==> config.mk <==
export PLATFORM = sky130hd
export DESIGN_NAME = hb_gate_seq
export DESIGN_NICKNAME = d
export VERILOG_FILES = /design/src/rtl/hb_gate_pkg.sv /design/src/rtl/hb_sync.sv /design/src/rtl/hb_pwm_qual.sv /design/src/rtl/hb_deadtime.sv /design/src/rtl/hb_gate_seq.sv
export SDC_FILE = /design/constraint.sdc
export NUM_CORES = 1
export LEC_CHECK = 0
export BUFFER_PORTS_ARGS = -buffer_cell sky130_fd_sc_hd__buf_2
export CORE_MARGIN = 2
export CORE_UTILIZATION = 50
export CTS_BUF_LIST = sky130_fd_sc_hd__clkbuf_4 sky130_fd_sc_hd__clkbuf_8 sky130_fd_sc_hd__clkbuf_16
export DETAILED_ROUTE_END_ITERATION = 8
export PLACE_DENSITY = 0.75
export REMOVE_ABC_BUFFERS = 1
export SLEW_MARGIN = 20
export SYNTH_ARGS = -nofsm -noshare
export SYNTH_HDL_FRONTEND = slang
export SYNTH_SLANG_ARGS = --single-unit
==> constraint.sdc <==
create_clock -name clk -period 2.2 [get_ports clk]
set_input_delay 0 -clock clk [delete_from_list [all_inputs] [get_ports clk]]
set_output_delay 0 -clock clk [all_outputs]
set_load 0.05 [all_outputs]
==> src/rtl/hb_gate_pkg.sv <==
package hb_gate_pkg;

  typedef enum logic [1:0] {LVL_LO, LVL_HI, LVL_MID} lvl_t;
  typedef enum logic [1:0] {DRV_OFF, DRV_HS, DRV_LS} drv_t;
  typedef enum logic [1:0] {ST_LOCK, ST_HOLD, ST_RUN} st_t;

  function automatic lvl_t decode_pwm(input logic [1:0] code);
    case (code)
      2'b00:   return LVL_LO;
      2'b01:   return LVL_HI;
      default: return LVL_MID;
    endcase
  endfunction

endpackage

==> src/rtl/hb_sync.sv <==
module hb_sync #(
  parameter int W = 4
) (
  input  logic         clk,
  input  logic         rst,
  input  logic [W-1:0] d,
  output logic [W-1:0] q
);
  logic [W-1:0] meta;

  always_ff @(posedge clk) begin
    if (rst) begin
      meta <= '0;
      q    <= '0;
    end else begin
      meta <= d;
      q    <= meta;
    end
  end
endmodule

==> src/rtl/hb_pwm_qual.sv <==
module hb_pwm_qual
  import hb_gate_pkg::*;
#(
  parameter int HOLDOFF_CYC = 10,
  parameter int MIN_ON_CYC  = 4
) (
  input  logic       clk,
  input  logic       rst,
  input  logic [1:0] code,
  output lvl_t       lvl,
  output logic       hi_qual,
  output logic       mid_trip
);
  localparam int HW = $clog2(HOLDOFF_CYC + 1);
  localparam int QW = $clog2(MIN_ON_CYC + 1);

  logic [HW-1:0] mid_cnt;
  logic [QW-1:0] hi_cnt;

  assign lvl      = decode_pwm(code);
  assign mid_trip = (lvl == LVL_MID) && (mid_cnt >= HW'(HOLDOFF_CYC - 1));
  assign hi_qual  = (lvl == LVL_HI)  && (hi_cnt  >= QW'(MIN_ON_CYC - 1));

  always_ff @(posedge clk) begin
    if (rst) begin
      mid_cnt <= '0;
      hi_cnt  <= '0;
    end else begin
      if (lvl != LVL_MID)                    mid_cnt <= '0;
      else if (mid_cnt != HW'(HOLDOFF_CYC)) mid_cnt <= mid_cnt + 1'b1;
      if (lvl != LVL_HI)                     hi_cnt <= '0;
      else if (hi_cnt != QW'(MIN_ON_CYC))   hi_cnt <= hi_cnt + 1'b1;
    end
  end

  generate
    if (HOLDOFF_CYC > 1) begin : g_mid_chk
      // a shutdown trip needs a floating level on the previous cycle too
      a_r8_trip_needs_run: assert property (@(posedge clk) disable iff (rst)
        mid_trip |-> ($past(lvl) == LVL_MID));
    end
    if (MIN_ON_CYC > 1) begin : g_hi_chk
      // qualification needs a high level on the previous cycle too
      a_r6_qual_needs_run: assert property (@(posedge clk) disable iff (rst)
        hi_qual |-> ($past(lvl) == LVL_HI));
    end
  endgenerate
endmodule

==> src/rtl/hb_deadtime.sv <==
module hb_deadtime
  import hb_gate_pkg::*;
#(
  parameter int DEAD_CYC = 2
) (
  input  logic clk,
  input  logic rst,
  input  drv_t want,
  output logic hs_q,
  output logic ls_q
);
  localparam int DW = $clog2(DEAD_CYC + 1);

  logic [DW-1:0] off_cnt;

  always_ff @(posedge clk) begin
    if (rst) begin
      hs_q    <= 1'b0;
      ls_q    <= 1'b0;
      off_cnt <= '0;
    end else if (hs_q || ls_q) begin
      off_cnt <= '0;
      if (want != DRV_HS) hs_q <= 1'b0;
      if (want != DRV_LS) ls_q <= 1'b0;
    end else begin
      if (off_cnt != DW'(DEAD_CYC)) off_cnt <= off_cnt + 1'b1;
      if (off_cnt >= DW'(DEAD_CYC - 1)) begin
        hs_q <= (want == DRV_HS);
        ls_q <= (want == DRV_LS);
      end
    end
  end

  a_r10_never_both: assert property (@(posedge clk) disable iff (rst)
    !(hs_q && ls_q));
  a_r11_no_swap_hs: assert property (@(posedge clk) disable iff (rst)
    $rose(hs_q) |-> !$past(ls_q));
  a_r11_no_swap_ls: assert property (@(posedge clk) disable iff (rst)
    $rose(ls_q) |-> !$past(hs_q));
endmodule

==> src/rtl/hb_gate_seq.sv <==
module hb_gate_seq
  import hb_gate_pkg::*;
#(
  parameter int HOLDOFF_CYC = 10,
  parameter int MIN_ON_CYC  = 4,
  parameter int DEAD_CYC    = 2
) (
  input  logic       clk,
  input  logic       rst,
  input  logic       supply_ok_i,
  input  logic       enable_i,
  input  logic [1:0] pwm_code_i,
  output logic       hs_gate_o,
  output logic       ls_gate_o,
  output logic       active_o
);
  localparam int SW = 4;

  logic [SW-1:0] sync_q;
  logic          sup_s, en_s, go;
  lvl_t          lvl;
  logic          hi_qual, mid_trip, run_now;
  st_t           state, state_d;
  drv_t          want_q, want_d;

  hb_sync #(.W(SW)) u_sync (
    .clk(clk), .rst(rst),
    .d({supply_ok_i, enable_i, pwm_code_i}),
    .q(sync_q)
  );

  assign sup_s = sync_q[3];
  assign en_s  = sync_q[2];
  assign go    = sup_s && en_s;

  hb_pwm_qual #(.HOLDOFF_CYC(HOLDOFF_CYC), .MIN_ON_CYC(MIN_ON_CYC)) u_qual (
    .clk(clk), .rst(rst), .code(sync_q[1:0]),
    .lvl(lvl), .hi_qual(hi_qual), .mid_trip(mid_trip)
  );

  always_comb begin
    state_d = state;
    if (!go) state_d = ST_LOCK;
    else begin
      case (state)
        ST_LOCK: state_d = ST_HOLD;
        ST_HOLD: if (hi_qual) state_d = ST_RUN;
        default: state_d = ST_RUN;
      endcase
    end
  end

  assign run_now = go && ((state == ST_RUN) || ((state == ST_HOLD) && hi_qual));

  always_comb begin
    want_d = DRV_OFF;
    if (run_now) begin
      case (lvl)
        LVL_HI:  want_d = DRV_HS;
        LVL_LO:  want_d = DRV_LS;
        default: want_d = mid_trip ? DRV_OFF : want_q;
      endcase
    end
  end

  always_ff @(posedge clk) begin
    if (rst) begin
      state    <= ST_LOCK;
      want_q   <= DRV_OFF;
      active_o <= 1'b0;
    end else begin
      state    <= state_d;
      want_q   <= want_d;
      active_o <= go;
    end
  end

  hb_deadtime #(.DEAD_CYC(DEAD_CYC)) u_dead (
    .clk(clk), .rst(rst), .want(want_q),
    .hs_q(hs_gate_o), .ls_q(ls_gate_o)
  );

  // two cycles of lockout leave both gates off
  a_r3_lockout_off: assert property (@(posedge clk) disable iff (rst)
    (!go && !$past(go)) |=> (!hs_gate_o && !ls_gate_o));
  // during the start-up hold the low side is never requested
  a_r5_hold_no_ls: assert property (@(posedge clk) disable iff (rst)
    (state == ST_HOLD) |=> (want_q != DRV_LS));
  // leaving lockout always passes through the hold state
  a_r9_rearm_path: assert property (@(posedge clk) disable iff (rst)
    ($past(state) == ST_LOCK && state != ST_LOCK) |-> (state == ST_HOLD));
endmodule

### After elaboration in Yosys (flattened, before gate mapping)

Index checks and enable logic that the tools add are counted.

* flip-flop bits (word level): 24
* output and inout bits: 3
* word-level logic and storage cells: 65

* add/subtract/negate cells: 3
* magnitude comparators: 3
* equal/unequal tests: 17
* muxes and demuxes: 11
* bitwise operators: 2
* reduce and logical (&&, ||, !) cells: 19

Operator list (number)
* 2-bit inequality test (second input constant): 6
* 2-bit case mux with 2 select lines: 3
* 2-bit OR reduction: 5
* 2-bit by 1-bit equality test with 1-bit output (second input constant): 4
* 2-bit equality test (second input constant): 3
* 2-bit zero test: 3
* 1-bit 2-to-1 mux: 6
* 1-bit logical AND: 5
* 4-bit by 1-bit adder with 4-bit output (second input constant): 1
* 4-bit >= comparator (second input constant): 1
* 2-bit 2-to-1 mux: 2
* 2-bit by 1-bit inequality test with 1-bit output (second input constant): 2
* 4-bit inequality test (second input constant): 1
* 2-bit AND reduction: 2
* 3-bit by 1-bit adder with 3-bit output (second input constant): 1
* 3-bit by 2-bit >= comparator with 1-bit output (second input constant): 1
* 3-bit inequality test (second input constant): 1
* 3-bit nonzero test: 1
* 2-bit by 1-bit adder with 2-bit output (second input constant): 1
* 2-bit by 1-bit >= comparator with 1-bit output (second input constant): 1
* 1-bit logical OR: 2
* 1-bit NOT: 2
* 2-bit nonzero test: 1

### Longest topological paths before layout

* depth in word-level cells: 9
* gate-level depth with buffers: 5

### Cells and area by module

From an unflattened synthesis, not the netlist that was laid out.

* cell total of the unflattened synthesis: 98
* area, all modules: 1041.0 sq um

Modules (own cells, without submodules)
* hb_pwm_qual: times used 1, cells an instance 46, area an instance 421.7 sq um
* hb_gate_seq: times used 1, cells an instance 18, area an instance 217.7 sq um
* hb_sync: times used 1, cells an instance 16, area an instance 210.2 sq um
* hb_deadtime: times used 1, cells an instance 18, area an instance 191.4 sq um

### Least setup slack after synthesis

Ideal clock, no wire load.

* kind: register to register
* from: register u_qual.hi_cnt[0]
* to: register state[0]
* setup time: 0.059 ns
* arrival time: 1.218 ns
* data required time: 2.141 ns
* path slack: 0.923 ns
* cell stages (with the launch flop): 6
* clock period less this slack: 1.277 ns
* path through: dfxtp_1 > ha_1 > ha_1 > a211o_1 > a31oi_1 > and2_1

* cells in the longest elaborated chain, start to end: 3

Ends and longest elaborated chain
* start: declaration: line hb_pwm_qual.sv:18 `logic [QW-1:0] hi_cnt;`
* start signal: assignment: line hb_pwm_qual.sv:32 `else if (hi_cnt != QW'(MIN_ON_CYC)) hi_cnt <= hi_cnt + 1'b1;`
* 3-bit by 2-bit >= comparator with 1-bit output: line hb_pwm_qual.sv:22 `assign hi_qual = (lvl == LVL_HI) && (hi_cnt >= QW'(MIN_ON_CYC - 1));`
* 1-bit logical AND: line hb_pwm_qual.sv:22
* 2-bit inequality test (no source line)
* end signal: assignment: line hb_gate_seq.sv:72 `state <= state_d;`
* end: declaration: line hb_gate_seq.sv:23 `st_t state, state_d;`

No other way between the ends.
A chain may end at the register's enable or synchronous reset.

### Worst setup path after layout

Same ends and word-level chain as after synthesis.

==> results_dict.tcl <==
set metrics [dict create \
    switching_share 0.223 \
    grt_max_degree 16 \
    ir_drop_v 0.000620 \
    drive_gt1_frac 0.115 \
    initialDrtViolationCount 3 \
    worst_setup_path_start_kind "register" \
    p_int_uw 703 \
    critPathKind "register to register" \
    ant_nets 0 \
    critPathMaxFanout 4 \
    critPathCapture "state[0]" \
    powerDensity_nw_per_um2 800 \
    timing.rr.end "state[0]" \
    coreArea_um2 1780 \
    finalHoldViolations 0 \
    synthTopCellsByArea "dfxtp_1 49%, ha_1 12%, nor2b_1 7.1%, inv_1 3.5%, nor2_1 3.5%" \
    cp.required_ns 2.46 \
    cellLeakagePower_uw 0.000474 \
    drt_first_pass_iters 2 \
    dp_slack_ns 0.869 \
    grt_remaining_overflow 0 \
    htree_num_levels 1 \
    synth_async_sr_flop_share 0 \
    synth.distinct_cells 24 \
    clock_sink_count 24 \
    synth_edf_count 0 \
    drc 0 \
    synthTopCellsByCount "24 x dfxtp_1, 11 x nor2b_1, 9 x ha_1, 9 x inv_1, 9 x nor2_1" \
    min_path_type "input port to register" \
    clk_pin_slew_ns 0.13 \
    rsz0062_at_grt "no" \
    slew_headroom 0.803 \
    cts.path.max_buffers 2 \
    cp.arrival_ns 1.62 \
    critPathCaptureType "register" \
    yosys.area.top_type "dfxtp_1" \
    synth_top_area_frac 0.494 \
    num_rows 15 \
    synth_most_common_cell "dfxtp_1" \
    initial_core_util 0.545 \
    synthFlopType "dfxtp_1" \
    avgViaCountPerCell 4.76 \
    die_w_um 48.1 \
    max-cap-violations 0 \
    dr_total_vias 657 \
    p_switching_uw 202 \
    numPortBuffers 8 \
    gp_congestion 0.682 \
    num_io_pins 9 \
    tightest_slew_ns 0.294 \
    dieArea_um2 2310 \
    setup_viol 0 \
    p_comb_frac 0.135 \
    insertion_delay_ns 0.31 \
    ctsResizeCount 0 \
    finalCriticalPeriod_ns 1.36 \
    fill_cells 146 \
    dp_hpwl_um 1090 \
    tns_ns 0 \
    grt_pass1_wl_um 2510 \
    crit_start "u_qual.hi_cnt[0]" \
    die_h_um 48.1 \
    avgSynthCellArea_um2 9.92 \
    totalWireLength_um 1440 \
    grt_pass1_vias 644 \
    max_freq_ghz 0.736 \
    ys_warn_count 0 \
    clkPwrFrac 0.341 \
    seqPwrFrac 0.524 \
    seq_area_frac_synth 0.494 \
    synth_area_um2 972 \
    area_delta_synth_final_pct 16.5 \
    cts_buffers 3 \
    grt_use_total 0.158 \
    cts_tree "done" \
    fin_ws_ns 0.841 \
    final_nets 129 \
    num_antenna_cells 0 \
    finalCritPeriodShare 0.618 \
    r2r_slack_ns 0.84 \
    slew_violations 0 \
    cts_root_buffer "clkbuf_4" \
    reg2reg_depth 5 \
    synth-seq-cells 24 \
    synth_cells 98 \
    fin_skew_ns 0.00448 \
    regToRegStartpoint "u_qual.hi_cnt[0]" \
    antenna_found_initial 0 \
    routedWlPerCell_um 10.4 \
    outcome "finished, final reports clean" \
]
worst max-delay path: stages (launching register included):
cell and delay, ns:
dfxtp_1 0.36, ha_1 0.21, ha_1 0.17, a211o_1 0.24
a31oi_1 0.19, and2_1 0.14
final cells by class:
type,count,area (um^2),share of cell area
clock buffers,3,22.5,0.0199
clock inverters,1,30.0,0.0265
inverters,9,33.8,0.0298
multi-input cells,64,454,0.401
flip-flops and latches,24,480,0.424
well taps,25,31.3,0.0276
repair buffers,12,80.1,0.0707
power groups by stage:
stage	sequential, uW	clock [uW]	combinational [uW]
after floorplan	482	0	89.6
after global placement	483	0	105
after detailed placement	485	0	121
after CTS	475	318	127
after global routing	478	332	145
final	475	309	122
per-layer routing:
metal  routed length, um  global-route usage
met4                  22              0.0973
met2                 708               0.277
met1                 682               0.181
met5                   0                   0
met3                  25              0.0222
worst min path at each step:
| stage | to | startpoint | slack [ns] | cells after the start |
|---|---|---|---|---|
| 6_report | u_sync.meta[2] | rst | 0.02 | 2 |
| 5_1_grt | u_sync.meta[2] | rst | 0.02 | 2 |
| 4_1_cts | u_sync.q[3] | rst | 0.003 | 2 |
| 3_5_place_dp | u_sync.meta[3] | supply_ok_i | 0.22 | 2 |
| 3_3_place_gp | u_sync.meta[0] | pwm_code_i[0] | 0.21 | 2 |
| 2_1_floorplan | u_sync.meta[0] | rst | 0.07 | 1 |
placed cells by master, fill, tap and decap left out, types with 4 or more instances in the layout:
cell	Yosys	routed
a21oi_1	5	5
buf_2	0	8
dfxtp_1	24	24
dlygate4sd3_1	0	4
ha_1	9	9
inv_1	9	9
nand2b_1	4	4
nor2_1	9	9
nor2b_1	11	11
sequential cells by signal, summed over array words and instances (netlist names):
signal / cells
active_o: 1
u_qual.mid_cnt: 4
u_dead.off_cnt: 2
state: 2
u_sync.q: 4
u_dead.ls_q: 1
want_q: 2
u_dead.hs_q: 1
u_sync.meta: 4
u_qual.hi_cnt: 3
metrics by stage:
stage,power [uW],hold slack (ns),cell area (um^2),std cells,utilization
2_1_floorplan,572,0.0716,968,97,-
3_3_place_gp,588,0.208,1040,130,0.583
3_5_place_dp,606,0.219,1040,130,0.583
4_1_cts,920,0.00306,1130,138,0.635
5_1_grt,955,0.0186,1130,138,0.635
6_report,906,0.0185,1130,138,0.635
what timing repair did:
item | in CTS | in global routing
hold endpoints to repair | 4 | 0
setup buffers | 0 | 0
hold buffers | 4 | 0
cell families (layout without fill, tap and decap cells):
family	after synthesis	count (layout)	synth area share
compound gates	10	10	0.0669
xor+xnor	4	4	0.0360
fa+ha+maj	9	9	0.116
buf+inv	10	25	0.0386
flops	24	24	0.494
mux	2	2	0.0206
simple gates	39	39	0.228
Power figures use the tool's default switching activity.
